<file path="src/rtl/irq_pkg.sv">
package irq_pkg;
  typedef enum logic [1:0] {
    SEL_NONE = 2'd0,
    SEL_STAT = 2'd1,
    SEL_MASK = 2'd2
  } reg_sel_e;
endpackage

</file>
<file path="src/rtl/irq_regdec.sv">
module irq_regdec
  import irq_pkg::*;
#(
  parameter int ADDR_W = 12,
  parameter logic [ADDR_W-1:0] STAT_OFF = 'h070,
  parameter logic [ADDR_W-1:0] MASK_OFF = 'h074
) (
  input  logic [ADDR_W-1:0] addr,
  input  logic              wr_en,
  input  logic              wide,
  output reg_sel_e          sel,
  output logic              stat_wr_lo,
  output logic              stat_wr_hi,
  output logic              mask_wr_lo,
  output logic              mask_wr_hi
);
  always_comb begin
    if (addr == STAT_OFF)      sel = SEL_STAT;
    else if (addr == MASK_OFF) sel = SEL_MASK;
    else                       sel = SEL_NONE;
  end

  // low half is written by every access size, high half only by wide ones
  always_comb begin
    stat_wr_lo = wr_en && (sel == SEL_STAT);
    mask_wr_lo = wr_en && (sel == SEL_MASK);
    stat_wr_hi = stat_wr_lo && wide;
    mask_wr_hi = mask_wr_lo && wide;
  end
endmodule

</file>
<file path="src/rtl/irq_status_reg.sv">
module irq_status_reg #(
  parameter int               REG_W   = 32,
  parameter int               NUM_SRC = 11,
  parameter logic [REG_W-1:0] STICKY  = 32'h0000_0280
) (
  input  logic               clk,
  input  logic               rst_n,
  input  logic [NUM_SRC-1:0] req,
  input  logic               wr_lo,
  input  logic               wr_hi,
  input  logic [REG_W-1:0]   wdata,
  output logic [REG_W-1:0]   stat_q
);
  localparam int HALF = REG_W / 2;

  logic [REG_W-1:0] req_ext;
  logic [REG_W-1:0] kept;
  logic [REG_W-1:0] stat_d;
  logic             stat_en;
  logic [1:0]       lane_wr;

  assign req_ext = REG_W'(req);
  assign kept    = stat_q | STICKY;
  assign lane_wr = {wr_hi, wr_lo};

  // per-lane acknowledge, then new requests override any clear
  always_comb begin
    stat_d = stat_q;
    for (int l = 0; l < 2; l++) begin
      if (lane_wr[l]) stat_d[l*HALF +: HALF] = kept[l*HALF +: HALF] & wdata[l*HALF +: HALF];
    end
    stat_d  = stat_d | req_ext;
    stat_en = wr_lo | wr_hi | (|req);
  end

  always_ff @(posedge clk or negedge rst_n) begin
    if (!rst_n)       stat_q <= '0;
    else if (stat_en) stat_q <= stat_d;
  end
endmodule

</file>
<file path="src/rtl/irq_mask_reg.sv">
module irq_mask_reg #(
  parameter int REG_W = 32
) (
  input  logic             clk,
  input  logic             rst_n,
  input  logic             wr_lo,
  input  logic             wr_hi,
  input  logic [REG_W-1:0] wdata,
  output logic [REG_W-1:0] mask_q
);
  localparam int HALF = REG_W / 2;

  logic [REG_W-1:0] mask_d;
  logic             mask_en;
  logic [1:0]       lane_wr;

  assign lane_wr = {wr_hi, wr_lo};

  always_comb begin
    mask_d = mask_q;
    for (int l = 0; l < 2; l++) begin
      if (lane_wr[l]) mask_d[l*HALF +: HALF] = wdata[l*HALF +: HALF];
    end
    mask_en = wr_lo | wr_hi;
  end

  always_ff @(posedge clk or negedge rst_n) begin
    if (!rst_n)       mask_q <= '0;
    else if (mask_en) mask_q <= mask_d;
  end
endmodule

</file>
<file path="src/rtl/irq_status_unit.sv">
module irq_status_unit
  import irq_pkg::*;
#(
  parameter int               ADDR_W   = 12,
  parameter int               REG_W    = 32,
  parameter int               NUM_SRC  = 11,
  parameter logic [ADDR_W-1:0] STAT_OFF = 'h070,
  parameter logic [ADDR_W-1:0] MASK_OFF = 'h074,
  parameter logic [REG_W-1:0] STICKY   = 32'h0000_0280
) (
  input  logic               clk,
  input  logic               rst_n,
  input  logic [NUM_SRC-1:0] req,
  input  logic               wr_en,
  input  logic               wide,
  input  logic [ADDR_W-1:0]  addr,
  input  logic [REG_W-1:0]   wdata,
  output logic [REG_W-1:0]   rdata,
  output logic               irq_o
);
  localparam int HALF = REG_W / 2;

  reg_sel_e         sel;
  logic             stat_wr_lo, stat_wr_hi, mask_wr_lo, mask_wr_hi;
  logic [REG_W-1:0] stat_q, mask_q;
  logic [REG_W-1:0] rd_full;
  logic             irq_d;

  irq_regdec #(.ADDR_W(ADDR_W), .STAT_OFF(STAT_OFF), .MASK_OFF(MASK_OFF)) u_dec (
    .addr(addr), .wr_en(wr_en), .wide(wide), .sel(sel),
    .stat_wr_lo(stat_wr_lo), .stat_wr_hi(stat_wr_hi),
    .mask_wr_lo(mask_wr_lo), .mask_wr_hi(mask_wr_hi)
  );

  irq_status_reg #(.REG_W(REG_W), .NUM_SRC(NUM_SRC), .STICKY(STICKY)) u_stat (
    .clk(clk), .rst_n(rst_n), .req(req),
    .wr_lo(stat_wr_lo), .wr_hi(stat_wr_hi), .wdata(wdata), .stat_q(stat_q)
  );

  irq_mask_reg #(.REG_W(REG_W)) u_mask (
    .clk(clk), .rst_n(rst_n),
    .wr_lo(mask_wr_lo), .wr_hi(mask_wr_hi), .wdata(wdata), .mask_q(mask_q)
  );

  always_comb begin
    case (sel)
      SEL_STAT: rd_full = stat_q;
      SEL_MASK: rd_full = mask_q;
      default:  rd_full = '0;
    endcase
    rdata = wide ? rd_full : {{(REG_W-HALF){1'b0}}, rd_full[HALF-1:0]};
  end

  assign irq_d = |(stat_q & mask_q);

  always_ff @(posedge clk or negedge rst_n) begin
    if (!rst_n) irq_o <= 1'b0;
    else        irq_o <= irq_d;
  end
endmodule

</file>
<file path="config.mk">
export PLATFORM = sky130hd
export DESIGN_NAME = irq_status_unit
export DESIGN_NICKNAME = d
export VERILOG_FILES = /design/src/rtl/irq_pkg.sv /design/src/rtl/irq_regdec.sv /design/src/rtl/irq_status_reg.sv /design/src/rtl/irq_mask_reg.sv /design/src/rtl/irq_status_unit.sv
export SDC_FILE = /design/constraint.sdc
export NUM_CORES = 1
export LEC_CHECK = 0
export BUFFER_PORTS_ARGS = -buffer_cell sky130_fd_sc_hd__buf_2
export CAP_MARGIN = 10
export CORE_ASPECT_RATIO = 0.8
export CORE_UTILIZATION = 47
export CTS_CLUSTER_DIAMETER = 30
export CTS_CLUSTER_SIZE = 24
export DETAILED_ROUTE_END_ITERATION = 7
export GPL_TIMING_DRIVEN = 1
export PLACE_DENSITY = 0.86
export RECOVER_POWER = 25
export SYNTH_ARGS = -nofsm -noshare
export SYNTH_HDL_FRONTEND = slang
export SYNTH_HIERARCHICAL = 1
export SYNTH_SLANG_ARGS = --single-unit
</file>
<file path="constraint.sdc">
create_clock -name clk -period 3.5 [get_ports clk]
set_input_delay 0.7 -clock clk [delete_from_list [all_inputs] [get_ports clk]]
set_output_delay 0.7 -clock clk [all_outputs]
set_load 0.03 [all_outputs]
</file>
==> out/summary.txt, run 1 <==
antenna-violating nets left: 0
mapped cell area: 3220 sq um
Worst Tran Pin Value: 1580 ps
worst IR drop on VDD: 187 uV
pwr/cell area: 361 nW/um^2
core box area: 6510 sq um
critical-path maximum fanout: 32
Synth cell types: 25
Longest Clk Path Bufs: 2
final non-filler cell total: 469
CP Class: in -> out
global-route wire length before repair: 12900 microns
Final Util: 0.638
Fill cells: 535
row cnt: 26
top-count cell post-synth: dfrtp_1
Global Route Usage Sum: 0.238
hold_buf cts: 0
hpwl dp: 5510 microns
status: finished, violations left
CP Data Required Time: 2800 ps
hold_ws: 508 ps
top layer used by detailed routing: met4
Max Freq: 0.293 GHz
Yosys top cell area share: 0.505
vias per inst: 5.53
syn avg cell area: 11.4 sq um
H-tree levels: 3
largest cells by area after synthesis: dfrtp_1 (50%), a22oi_1 (11%), mux2_4 (9.3%)
Mapped Cells: 283
Max-Cap Viols: 1
Final Skew: 5.78 ps
Max transition margin: -0.0506
largest net degree at the start of global routing: 66
Static Leak: 1.91 nW
Yosys top cell by area: dfrtp_1
Hold WC Path Type: reg -> reg
Final Wtd Congestion: 0.743
total grt overflow: 0
Syn Nets: 344
residual DRC count: 0
vias in the first global route: 2645
number of flops mapped to enable cells by yosys: 0
Wirelength per Cell: 17.3 microns
Reg clk slew, reported paths: 70 ps
TritonCTS buffer count: 9
layout cells sized above 1: 0.452
ANT cells: 0
io pins: 92
IO buf count: 91
initial antenna violation count: 0
area grow syn2layout: 28.9%
Yosys warning total: 6
Worst Setup End Kind: output port
drt total wl: 8140 microns
crit path DAT: 2710 ps
root buf cell: clkbuf_8
post-synthesis sequential area ratio: 0.505
TritonCTS Sinks: 65
Yosys reg bits: 65
ys flop type: dfrtp_1
CTS tree: built
DR iter-0 viols: 146
endpoints failing setup: 0
post-synthesis async set-or-reset flop share: 1.00
Initial Util: 0.495
Metal-1 WL: 3620 microns
worst-skew pair later-pin latency: 340 ps
Met3 Wirelength: 465 microns
RSZ-0062 raised after global routing: yes
failing checks: max-capacitance violations, max-slew violations
Net count, final: 441
crit share post-route: 0.974
Die X: 94.6 microns
min cycle time layout: 3410 ps
via count: 2595
die height: 76.1 microns
Initial DRT Pass Iterations: 4
DIE AREA: 7190 sq um
placed insts: 453
Max Slew Vio Count: 66
Startpoint Class: input pin
synth cell count leaders: dfrtp_1 (65), a22oi_1 (47), nor2_1 (32)
Final Hold Viols: 0
met2 wire length: 3970 microns
Setup Buffers After CTS: 0
## area by class of cell
cell class	count	area (sq um)	area share
inverters	24	90.1	0.0217
well taps	84	105	0.0253
flip-flops and latches	65	1630	0.392
clock buffers	12	165	0.0398
clock inverters	4	50.0	0.0120
multi-input cells	176	1520	0.367
repair buffers	104	593	0.143
## worst max-delay path, cell delays in order
cell	delay, ps
buf_2	100
or4_4	570
nor4_2	330
inv_1	80
ha_1	220
buf_12	180
a22oi_1	290
nor2_4	60
buf_2	180
## cell usage in the layout (no fill, tap or decap), types with 5 or more instances in the layout
cell,instances
a21boi_0,21
a21o_1,9
a22oi_1,43
a22oi_2,5
buf_2,89
buf_4,10
clkbuf_8,12
dfrtp_1,65
inv_1,24
mux2_2,12
mux2_4,20
nand2b_1,11
nor2_1,22
nor2_4,10
nor4_2,5
## metal layers
| layer | vias to the layer above | track usage |
|---|---|---|
| li1 | 1200 | - |
| met1 | 1298 | 0.320 |
| met2 | 88 | 0.384 |
| met3 | 9 | 0.0569 |
| met4 | 0 | 0.0636 |
| met5 | - | 0 |
## sequential cells by signal, indices dropped and copies added (netlist names)
name           cells
irq_o              1
u_stat/stat_q     32
u_mask/mask_q     32
## metrics by stage
step / instance area (sq um) / total power, mW / setup TNS, ps / setup WS (ps)
after CTS: 4130 / 1.51 / 0 / 30.8
after global placement: 3900 / 0.839 / 0 / 34.6
after detailed placement: 3900 / 0.842 / -271 / -55.1
after global routing: 4150 / 1.55 / -23.2 / -12.6
after floorplan: 3310 / 0.782 / -642 / -44.4
final: 4150 / 1.50 / 0 / 90.6
## cell families (layout without fill, tap and decap cells)
family                     count (synthesis)  in the layout  share of synthesized area
DFF                                       65             65                      0.505
AOI/OAI and AO/OA                         80             80                      0.189
adders and majority gates                  2              2                    0.00777
muxes                                     32             32                      0.135
and+or+nand+nor                           62             62                     0.0963
buffers and inverters                     42            144                     0.0672
## power breakdown
group | switching, mW | internal, mW
sequential | 0.00131 | 0.753
combinational | 0.0412 | 0.0328
clock | 0.284 | 0.386
total | 0.326 | 1.17
## path summary, 6_finish.rpt
path / from / to / slack, ps / depth (start not counted)
worst min-delay path: u_stat/stat_q[0] / u_stat/stat_q[0] / 510 / 1
worst max register to register: u_stat/stat_q[9] / irq_o / 2000 / 3
min in group asynchronous: rst_n / u_stat/stat_q[5] / 830 / 2
worst max-delay path: addr[8] / rdata[24] / 90 / 9
max in group asynchronous: rst_n / u_stat/stat_q[31] / 1710 / 2
worst min register to register: u_stat/stat_q[0] / u_stat/stat_q[0] / 510 / 1
## timing repair
| item | in CTS | in global routing |
|---|---|---|
| resized for setup | 3 | 6 |
| pin swaps | 1 | 1 |
| setup endpoints to repair | 12 | 24 |
| hold endpoints to repair | 0 | 0 |
Note: power is estimated with default switching activity, not from simulation.
==> inputs of run 2 (changes only) <==
--- a/config.mk
+++ b/config.mk
@@ -7,7 +7,7 @@
 export LEC_CHECK = 0
 export BUFFER_PORTS_ARGS = -buffer_cell sky130_fd_sc_hd__buf_2
 export CAP_MARGIN = 10
-export CORE_ASPECT_RATIO = 0.8
+export CORE_ASPECT_RATIO = 1.4
 export CORE_UTILIZATION = 47
 export CTS_CLUSTER_DIAMETER = 30
 export CTS_CLUSTER_SIZE = 24
==> out/summary.txt, run 2 (synthesized netlist as in run 1, its figures left out) <==
area grow syn2layout: 29.2%
setup TNS: 0 ps
residual DRC count: 0
worst-skew pair later-pin latency: 320 ps
Max transition margin: -0.409
layout cells sized above 1: 0.449
hold path startpoint: u_stat/stat_q[2]
critical-path maximum fanout: 18
total grt overflow: 0
vias in the first global route: 2820
Reg clk slew, reported paths: 60 ps
most used routing layer: met2
Final Skew: 7.86 ps
Static Leak: 1.93 nW
failing checks: max-capacitance violations, max-slew violations
crit path DAT: 2690 ps
Initial Util: 0.487
Net count, final: 448
Final Wtd Congestion: 0.900
r2r worst-path depth: 3
vias per inst: 5.48
Wirelength per Cell: 17.3 microns
r2r endpoint: irq_o
Initial DRT Pass Iterations: 4
CP Data Required Time: 2800 ps
global routing usage on met2: 0.459
worst flop-to-flop path startpoint: u_stat/stat_q[11]
Global Route Usage Sum: 0.252
io pins: 92
via count: 2643
met3 usage: 0.0331
Longest Clk Path Bufs: 2
TritonCTS Sinks: 65
Max-Cap Viols: 1
row cnt: 35
IO buf count: 91
placed insts: 467
hold endpoint: u_stat/stat_q[2]
DR iter-0 viols: 263
final worst slack: 113 ps
global-route wire length before repair: 13700 microns
CP Class: in -> out
crit share post-route: 0.968
Worst Tran Pin Value: 2110 ps
status: finished, violations left
Hold WC Path Type: reg -> reg
Startpoint Class: input pin
drt total wl: 8320 microns
antenna-violating nets left: 0
pwr/cell area: 331 nW/um^2
CTS tree: built
core box area: 6610 sq um
most frequent cells in the layout: buf_2 (88), dfrtp_1 (65), a22oi_1 (47)
Final Hold Viols: 0
H-tree levels: 3
TritonCTS buffer count: 9
initial antenna violation count: 0
hold path depth: 1
worst IR drop on VDD: 236 uV
Reg2Reg Setup Slack: 2050 ps
worst slack at placement: -74.6 ps
hpwl dp: 5910 microns
commonest non-fill, non-tap cell in the layout: buf_2
largest net degree at the start of global routing: 40
top flop regs: u_mask/mask_q x32, u_stat/stat_q x32, irq_o x1
die height: 100 microns
Worst Setup End Kind: output port
Max Freq: 0.295 GHz
Die X: 72.0 microns
DIE AREA: 7190 sq um
endpoints failing setup: 0
ANT cells: 0
final non-filler cell total: 482
Max Slew Vio Count: 40
total power draw: 1.38 mW
min cycle time layout: 3390 ps
root buf cell: clkbuf_8
global routing usage on met1: 0.281
run 2: worst max-delay path by stage:
stage,start,end,depth (start not counted)
global placement,addr[8],rdata[22],9
global route,addr[8],rdata[25],10
floorplan,addr[8],rdata[16],9
finish,addr[8],rdata[25],10
detailed placement,addr[8],rdata[19],9
CTS,addr[8],rdata[17],8
run 2: metal layers:
layer / wire length [microns] / share of wire
met1: 3290 / 0.40
met2: 4540 / 0.55
met3: 264 / 0.032
met4: 214 / 0.026
met5: 0 / 0
run 2: critical path, cell delays in order:
cell and delay (ps):
buf_2 90, or4_4 570, nor4_2 330, inv_1 100
ha_2 210, buf_12 160, a22oi_1 170, buf_4 140
nor2_4 30, buf_2 170
run 2: layout make-up:
class | count | area (sq um)
Multi-Input combinational cell | 176 | 1510
Clock inverter | 3 | 17.5
Fill cell | 520 | 2450
Timing Repair Buffer | 111 | 647
Tap cell | 92 | 115
Inverter | 24 | 90.1
Clock buffer | 11 | 151
Sequential cell | 65 | 1630
run 2: where the power goes:
| group | total [mW] | switching (mW) | internal [mW] | leakage (nW) |
|---|---|---|---|---|
| registers | 0.754 | 0.00114 | 0.753 | 0.851 |
| logic | 0.0753 | 0.0419 | 0.0334 | 0.993 |
| clock network | 0.549 | 0.264 | 0.285 | 0.0871 |
| total | 1.38 | 0.307 | 1.07 | 1.93 |
run 2: metrics by stage:
step / hold slack (ps) / utilization / instance area (sq um)
floorplan: 404 / - / 3310
global placement: 487 / 0.598 / 3950
detailed placement: 501 / 0.598 / 3950
CTS: 508 / 0.628 / 4150
global route: 543 / 0.629 / 4160
finish: 517 / 0.629 / 4160
run 2: repair_timing:
action | CTS | global route
resized for setup | 5 | 4
setup endpoints to repair | 14 | 24
hold buffers | 0 | 0
pin swaps | 1 | 1
endpoints found under the hold margin | 0 | 0
buffers inserted | 1 | 0
